**src/rtl/wb_cache_ctrl.sv**
```systemverilog
module wb_cache_ctrl #(
  parameter int ADDR_W = 8,
  parameter int DATA_W = 16,
  parameter int IDX_W  = 2
) (
  input  logic              clk,
  input  logic              rst_n,
  input  logic              cpu_req_valid,
  output logic              cpu_req_ready,
  input  logic              cpu_req_store,
  input  logic [ADDR_W-1:0] cpu_req_addr,
  input  logic [DATA_W-1:0] cpu_req_data,
  output logic              cpu_rsp_valid,
  output logic [DATA_W-1:0] cpu_rsp_data,
  output logic              mem_req_valid,
  input  logic              mem_req_ready,
  output logic              mem_req_wb,
  output logic [IDX_W-1:0]  mem_req_idx,
  output logic [ADDR_W-1:0] mem_req_addr,
  output logic [DATA_W-1:0] mem_req_data,
  input  logic              mem_rsp_valid,
  output logic              mem_rsp_ready,
  input  logic [IDX_W-1:0]  mem_rsp_idx,
  input  logic [ADDR_W-1:0] mem_rsp_addr,
  input  logic [DATA_W-1:0] mem_rsp_data
);

  localparam int ENTRIES = 1 << IDX_W;

  typedef enum logic [1:0] {ST_INV = 2'd0, ST_CLEAN = 2'd1, ST_DIRTY = 2'd2} line_st_e;
  typedef enum logic [1:0] {M_IDLE, M_WB, M_GET, M_WAIT} miss_e;

  line_st_e          st_q   [ENTRIES];
  logic [ADDR_W-1:0] tag_q  [ENTRIES];
  logic [DATA_W-1:0] data_q [ENTRIES];

  miss_e             m_st;
  logic [ADDR_W-1:0] m_addr, m_vaddr;
  logic [IDX_W-1:0]  m_idx;

  logic              s2_valid, s2_store, s2_wb;
  logic [IDX_W-1:0]  s2_idx;
  logic [ADDR_W-1:0] s2_wbaddr;
  logic [DATA_W-1:0] s2_data;

  logic [IDX_W-1:0]  cpu_idx;
  logic              hit, victim_dirty, acc, m_go, s2_stall, s2_send, fill;

  // stage 1: lookup and eviction decision
  assign cpu_idx      = cpu_req_addr[IDX_W-1:0];
  assign hit          = (st_q[cpu_idx] != ST_INV) && (tag_q[cpu_idx] == cpu_req_addr);
  assign victim_dirty = (st_q[cpu_idx] == ST_DIRTY) && !hit;
  assign s2_send      = s2_valid && s2_wb;
  assign s2_stall     = s2_send && !mem_req_ready;
  assign cpu_req_ready = (m_st == M_IDLE) && !s2_stall && (cpu_req_store || hit);
  assign acc          = cpu_req_valid && cpu_req_ready;
  assign m_go         = (m_st == M_IDLE) && cpu_req_valid && !cpu_req_store && !hit && !s2_valid;
  assign m_idx        = m_addr[IDX_W-1:0];
  assign mem_rsp_ready = (m_st == M_WAIT);
  assign fill         = mem_rsp_valid && mem_rsp_ready;

  // stage 2 and memory-side outputs
  assign cpu_rsp_valid = s2_valid && !s2_store;
  assign cpu_rsp_data  = data_q[s2_idx];
  assign mem_req_valid = s2_send || (m_st == M_WB) || (m_st == M_GET);
  assign mem_req_wb    = s2_send || (m_st == M_WB);
  assign mem_req_idx   = s2_send ? s2_idx : m_idx;
  assign mem_req_addr  = s2_send ? s2_wbaddr : ((m_st == M_WB) ? m_vaddr : m_addr);
  assign mem_req_data  = data_q[mem_req_idx];

  always_ff @(posedge clk) begin
    if (!rst_n) begin
      for (int i = 0; i < ENTRIES; i++) st_q[i] <= ST_INV;
    end else if (acc && cpu_req_store) begin
      st_q[cpu_idx] <= ST_DIRTY;
    end else if (m_go) begin
      st_q[cpu_idx] <= ST_INV;
    end else if (fill) begin
      st_q[mem_rsp_idx] <= ST_CLEAN;
    end
  end

  always_ff @(posedge clk) begin
    if (acc && cpu_req_store) tag_q[cpu_idx] <= cpu_req_addr;
    else if (fill)            tag_q[mem_rsp_idx] <= mem_rsp_addr;
    if (s2_valid && s2_store && !s2_stall) data_q[s2_idx] <= s2_data;
    else if (fill)                         data_q[mem_rsp_idx] <= mem_rsp_data;
  end

  always_ff @(posedge clk) begin
    if (!rst_n) begin
      s2_valid <= 1'b0;
    end else if (!s2_stall) begin
      s2_valid <= acc;
    end
  end

  always_ff @(posedge clk) begin
    if (acc) begin
      s2_store  <= cpu_req_store;
      s2_wb     <= cpu_req_store && victim_dirty;
      s2_idx    <= cpu_idx;
      s2_wbaddr <= tag_q[cpu_idx];
      s2_data   <= cpu_req_data;
    end
  end

  // load-miss sequencer
  always_ff @(posedge clk) begin
    if (!rst_n) begin
      m_st <= M_IDLE;
    end else begin
      case (m_st)
        M_IDLE: if (m_go) m_st <= victim_dirty ? M_WB : M_GET;
        M_WB:   if (mem_req_ready) m_st <= M_GET;
        M_GET:  if (mem_req_ready) m_st <= M_WAIT;
        M_WAIT: if (mem_rsp_valid) m_st <= M_IDLE;
        default: m_st <= M_IDLE;
      endcase
    end
  end

  always_ff @(posedge clk) begin
    if (m_go) begin
      m_addr  <= cpu_req_addr;
      m_vaddr <= tag_q[cpu_idx];
    end
  end

  a_r3_rsp_follows_load: assert property (@(posedge clk) disable iff (!rst_n)
    cpu_rsp_valid |-> $past(cpu_req_valid && cpu_req_ready && !cpu_req_store));

  a_r2_store_marks_dirty: assert property (@(posedge clk) disable iff (!rst_n)
    (cpu_req_valid && cpu_req_ready && cpu_req_store) |=> (st_q[$past(cpu_idx)] == ST_DIRTY));

  a_r7_store_evicts_dirty: assert property (@(posedge clk) disable iff (!rst_n)
    (cpu_req_valid && cpu_req_ready && cpu_req_store && st_q[cpu_idx] == ST_DIRTY
     && tag_q[cpu_idx] != cpu_req_addr) |=> (mem_req_valid && mem_req_wb));

  a_r5_fill_marks_clean: assert property (@(posedge clk) disable iff (!rst_n)
    (mem_rsp_valid && mem_rsp_ready) |=> (st_q[$past(mem_rsp_idx)] == ST_CLEAN));

  a_r9_req_held: assert property (@(posedge clk) disable iff (!rst_n)
    (mem_req_valid && !mem_req_ready) |=>
      (mem_req_valid && $stable(mem_req_wb) && $stable(mem_req_addr) && $stable(mem_req_data)));

  a_r4_get_index: assert property (@(posedge clk) disable iff (!rst_n)
    (mem_req_valid && !mem_req_wb) |-> (mem_req_idx == mem_req_addr[IDX_W-1:0]));

endmodule

```
**config.mk**
```make
export PLATFORM = sky130hd
export DESIGN_NAME = wb_cache_ctrl
export DESIGN_NICKNAME = d
export VERILOG_FILES = /design/src/rtl/wb_cache_ctrl.sv
export SDC_FILE = /design/constraint.sdc
export NUM_CORES = 1
export LEC_CHECK = 0
export BUFFER_PORTS_ARGS = -buffer_cell sky130_fd_sc_hd__buf_2
export CORE_MARGIN = 1.5
export CORE_UTILIZATION = 50
export DETAILED_ROUTE_END_ITERATION = 8
export PLACE_DENSITY = 0.71
export SETUP_SLACK_MARGIN = 0.02
export SLEW_MARGIN = 20
export SYNTH_ARGS = -nofsm -noshare
export SYNTH_HDL_FRONTEND = slang
export SYNTH_SLANG_ARGS = --single-unit
export TNS_END_PERCENT = 30
```
**constraint.sdc**
```tcl
create_clock -name clk -period 4.45 [get_ports clk]
set_clock_uncertainty 0.1 [all_clocks]
set_input_delay 0.2225 -clock clk [delete_from_list [all_inputs] [get_ports clk]]
set_output_delay 0.2225 -clock clk [all_outputs]
set_load 0.01 [all_outputs]
```
==> metrics.md <==
| Metric | Value |
|---|---|
| Count of flip-flops with a built-in enable after synthesis | `148` |
| Share of cells above drive strength 1 | `0.344` |
| Starting density of the core | `0.517` |
| Core Rows | `42` |
| Post-Synthesis Cell Area | `6900 um^2` |
| Synthesized net count | `526` |
| Met3 Use GR | `0.0524` |
| Clock tree from TritonCTS | `built` |
| Count of nets left with antenna violations after detail routing | `0` |
| Distinct cells, synth | `44` |
| Req. time, crit path | `4.13 ns` |
| Total congestion overflow | `0` |
| Cell with the most instances on the worst path | `buf_4` |
| FF+latch count, synth | `153` |
| PortBufs | `102` |
| Horiz. Die Dim | `121 um` |
| Total CTS buffers | `17` |
| Cells after Synth | `465` |
| Total GRT Usage | `0.225` |
| Yosys Warn Count | `0` |
| Type of element capturing the critical path | `output port` |
| Critical path startpoint | `s2_valid$_SDFFE_PN0N_` |
| Setup violators final | `0` |
| Post-layout utilization of the core | `0.640` |
| Post-Syn Area per Cell | `14.8 um^2` |
| CP Class | `register to output port` |
| Fraction of met2 tracks used by global routing | `0.387` |
| Worst Tran Pin Value | `1.05 ns` |
| Beginning of the worst hold path | `rst_n` |
| Clock latency at the later pin of the worst-skew pair | `0.42 ns` |
| DP Wirelength | `10200 um` |
| Total Die Area | `14500 um^2` |
| Number of clock sinks seen by CTS | `153` |
| M1 GR Usage | `0.277` |
| Total Wirelength | `15500 um` |
| Startpoint of the worst register-to-register path | `tag_q[0][0]$_DFFE_PP_` |
| Cells on worst reg2reg path | `7` |
| Share of flip-flops with an asynchronous set or reset | `0` |
| Highest fanout seen on the critical path | `33` |
| H-tree Lvls | `4` |
| Time the final worst path needs with I/O delays and setup | `3.43 ns` |
| Most common library cell in the layout ignoring fill and taps | `edfxtp_1` |
| Pin count of the biggest net entering global routing | `34` |
| Final Hold Violating Endpoints | `0` |
| Busiest metal layer after global routing | `met2` |
| Root buffer cell | `clkbuf_16` |
| Kind of launch point of the worst setup path | `register` |
| Highest clock rate | `292 MHz` |
| Area delta synth->final | `23.7%` |
| Sequential share of the synthesized area | `0.658` |
| Arrival time at the worst endpoint | `3.11 ns` |
| Number of optimization iterations in the first detailed-route pass | `5` |
| Highest cell delay on the worst timing path | `0.45 ns` |
| Maximum vdd ir drop | `0.000353 V` |
| Setup slack at placement | `0.803 ns` |
| Antenna violations before repair | `0` |
| Weighted congestion at the end of routability-driven global placement | `0.868` |
| Prevailing post-synth register cell | `edfxtp_1` |
| Clock tree buffer depth | `2` |
| Min-delay worst type | `primary input to register` |
| RSZ-0062 raised after global routing | `no` |
| Result of the run | `complete, no violations` |
| Wire length per cell after detailed routing | `19.7 um` |
| Number of diodes added for antenna fixing | `0` |
| Overall die height | `121 um` |
| Number of I/O pins | `103` |
| Final worst slack | `1.02 ns` |
| Standard cell with the maximum stage delay on the critical path | `dfxtp_1` |
| Drt first-iter violations | `358` |
| Power density over the cells | `479 nW/um^2` |
| Number of max-capacitance violations reported | `0` |
| Final clock period utilization by the worst path | `0.771` |
| Core Area | `13300 um^2` |
| Instance count along the most critical hold path | `2` |
| Aggregate negative setup slack | `0 ns` |
| Cell-by-cell listing of the critical path | `nand2_1 > buf_4 > mux2i_4 > buf_4 > inv_1 > buf_4 > nand2_1 > and3_1 > a31oi_1 > buf_2` |
| Vias in the first global route | `4626` |
| Global-route wire length before repair | `24100 um` |
| Max-slew violations | `0` |
| Clock slew seen by the registers of the worst setup and hold paths | `0.06 ns` |
| Number of vias in the routed layout | `4514` |
| Post-DR vias/cell | `5.74` |
| Highest-count cells in the layout ignoring fill and taps | `148 x edfxtp_1, 102 x buf_2, 75 x nand2_1` |
| Max_slew headroom | `0.298` |
| Remaining DRCs | `0` |
| Leak pwr | `3.19 nW` |
| Nets@finish | `658` |
-- report_power, final --
part / total [mW] / internal [mW] / switching [mW]
Sequential: 1.76 / 1.71 / 0.0484
Clock: 1.57 / 0.997 / 0.575
Combinational: 0.762 / 0.324 / 0.438
-- worst max-delay path, delay by kind of cell, from the launching register on --
| family | cells | cell delay, ns |
|---|---|---|
| multiplexers | 1 | 0.20 |
| flip-flops | 1 | 0.45 |
| AND/OR/NAND/NOR | 3 | 0.39 |
| buffers and inverters | 5 | 1.42 |
| AO/OA/AOI/OAI | 1 | 0.21 |
-- flip-flops by register name, indices dropped and copies added, names as in the netlist, named ones only --
signal,flops
s2_idx,2
tag_q,32
s2_valid,1
data_q,64
s2_wbaddr,8
s2_wb,1
m_addr,8
m_st,2
m_vaddr,8
s2_store,1
s2_data,16
st_q,8
-- synth_stat cells, types with 2 or more instances --
| master | number | area share |
|---|---|---|
| edfxtp_1 | 148 | 0.64 |
| nand2_1 | 75 | 0.041 |
| mux2_2 | 26 | 0.042 |
| mux4_2 | 23 | 0.075 |
| clkbuf_1 | 20 | 0.011 |
| a31oi_1 | 16 | 0.014 |
| and3_1 | 16 | 0.014 |
| mux2i_1 | 13 | 0.019 |
| nor2_1 | 13 | 0.0071 |
| a21oi_1 | 10 | 0.0072 |
| inv_1 | 10 | 0.0054 |
| nand3_1 | 8 | 0.0058 |
| o21ai_0 | 8 | 0.0058 |
| nand2b_1 | 7 | 0.0063 |
| nor4_1 | 7 | 0.0063 |
| xor2_1 | 6 | 0.0076 |
| dfxtp_1 | 5 | 0.014 |
| ha_1 | 5 | 0.0091 |
| o31ai_1 | 5 | 0.0054 |
| mux4_1 | 4 | 0.015 |
| nor3_1 | 4 | 0.0029 |
| or2_2 | 4 | 0.0036 |
| nor2b_1 | 3 | 0.0027 |
| o211a_1 | 3 | 0.0043 |
| a21o_1 | 2 | 0.0022 |
| and2_1 | 2 | 0.0018 |
| buf_2 | 2 | 0.0014 |
| nand4_1 | 2 | 0.0018 |
| nor4_2 | 2 | 0.0036 |
| o211ai_1 | 2 | 0.0022 |
-- per-stage QoR --
stage | cells | instance area, um^2 | hold slack [ns] | total power [mW]
after floorplan | 465 | 6900 | 0.221 | 2.26
after global placement | 731 | 7660 | 0.300 | 2.52
after detailed placement | 731 | 7660 | 0.303 | 2.54
after CTS | 786 | 8540 | 0.00699 | 4.11
after global routing | 786 | 8540 | 0.0267 | 4.24
final | 786 | 8540 | 0.0248 | 4.09
-- layer usage --
layer  wire length, um  up-vias
met3               918       27
met1              6340     2246
met2              7980      176
li1                  -     2065
met5                 0        -
met4               248        0
-- area by class of cell --
class	instances	area, um^2
multi-input combinational	276	2250
sequential	153	4540
fill	980	4810
tap	176	220
clock inverter	15	221
clock buffer	17	425
inverter	12	45.0
timing repair buffer	137	831
-- cell families (layout without fill, tap and decap cells) --
kind of cell | after synthesis | in the layout | synth area share
xor gates and xnor gates | 6 | 6 | 0.00761
adders and majority gates | 5 | 5 | 0.00906
AOI/OAI and AO/OA | 51 | 51 | 0.0488
DFF | 153 | 153 | 0.658
buffers and inverters | 36 | 181 | 0.0210
and+or+nand+nor | 148 | 148 | 0.104
muxes | 66 | 66 | 0.152
-- worst paths after layout --
path	to	slack, ns
max reg2reg	s2_data[9]$_DFFE_PN_	1.04
max	mem_req_data[12]	1.02
min reg2reg	m_st[1]$_SDFFE_PN0P_	0.40
min	m_st[0]$_SDFFE_PN0P_	0.02
-- what timing repair did --
item                                   CTS  global route
endpoints found under the hold margin   23             0
buffers inserted                         0             0
resized for setup                        0             0
hold buffers                            23             0
Note: power is estimated with default switching activity, not from simulation.
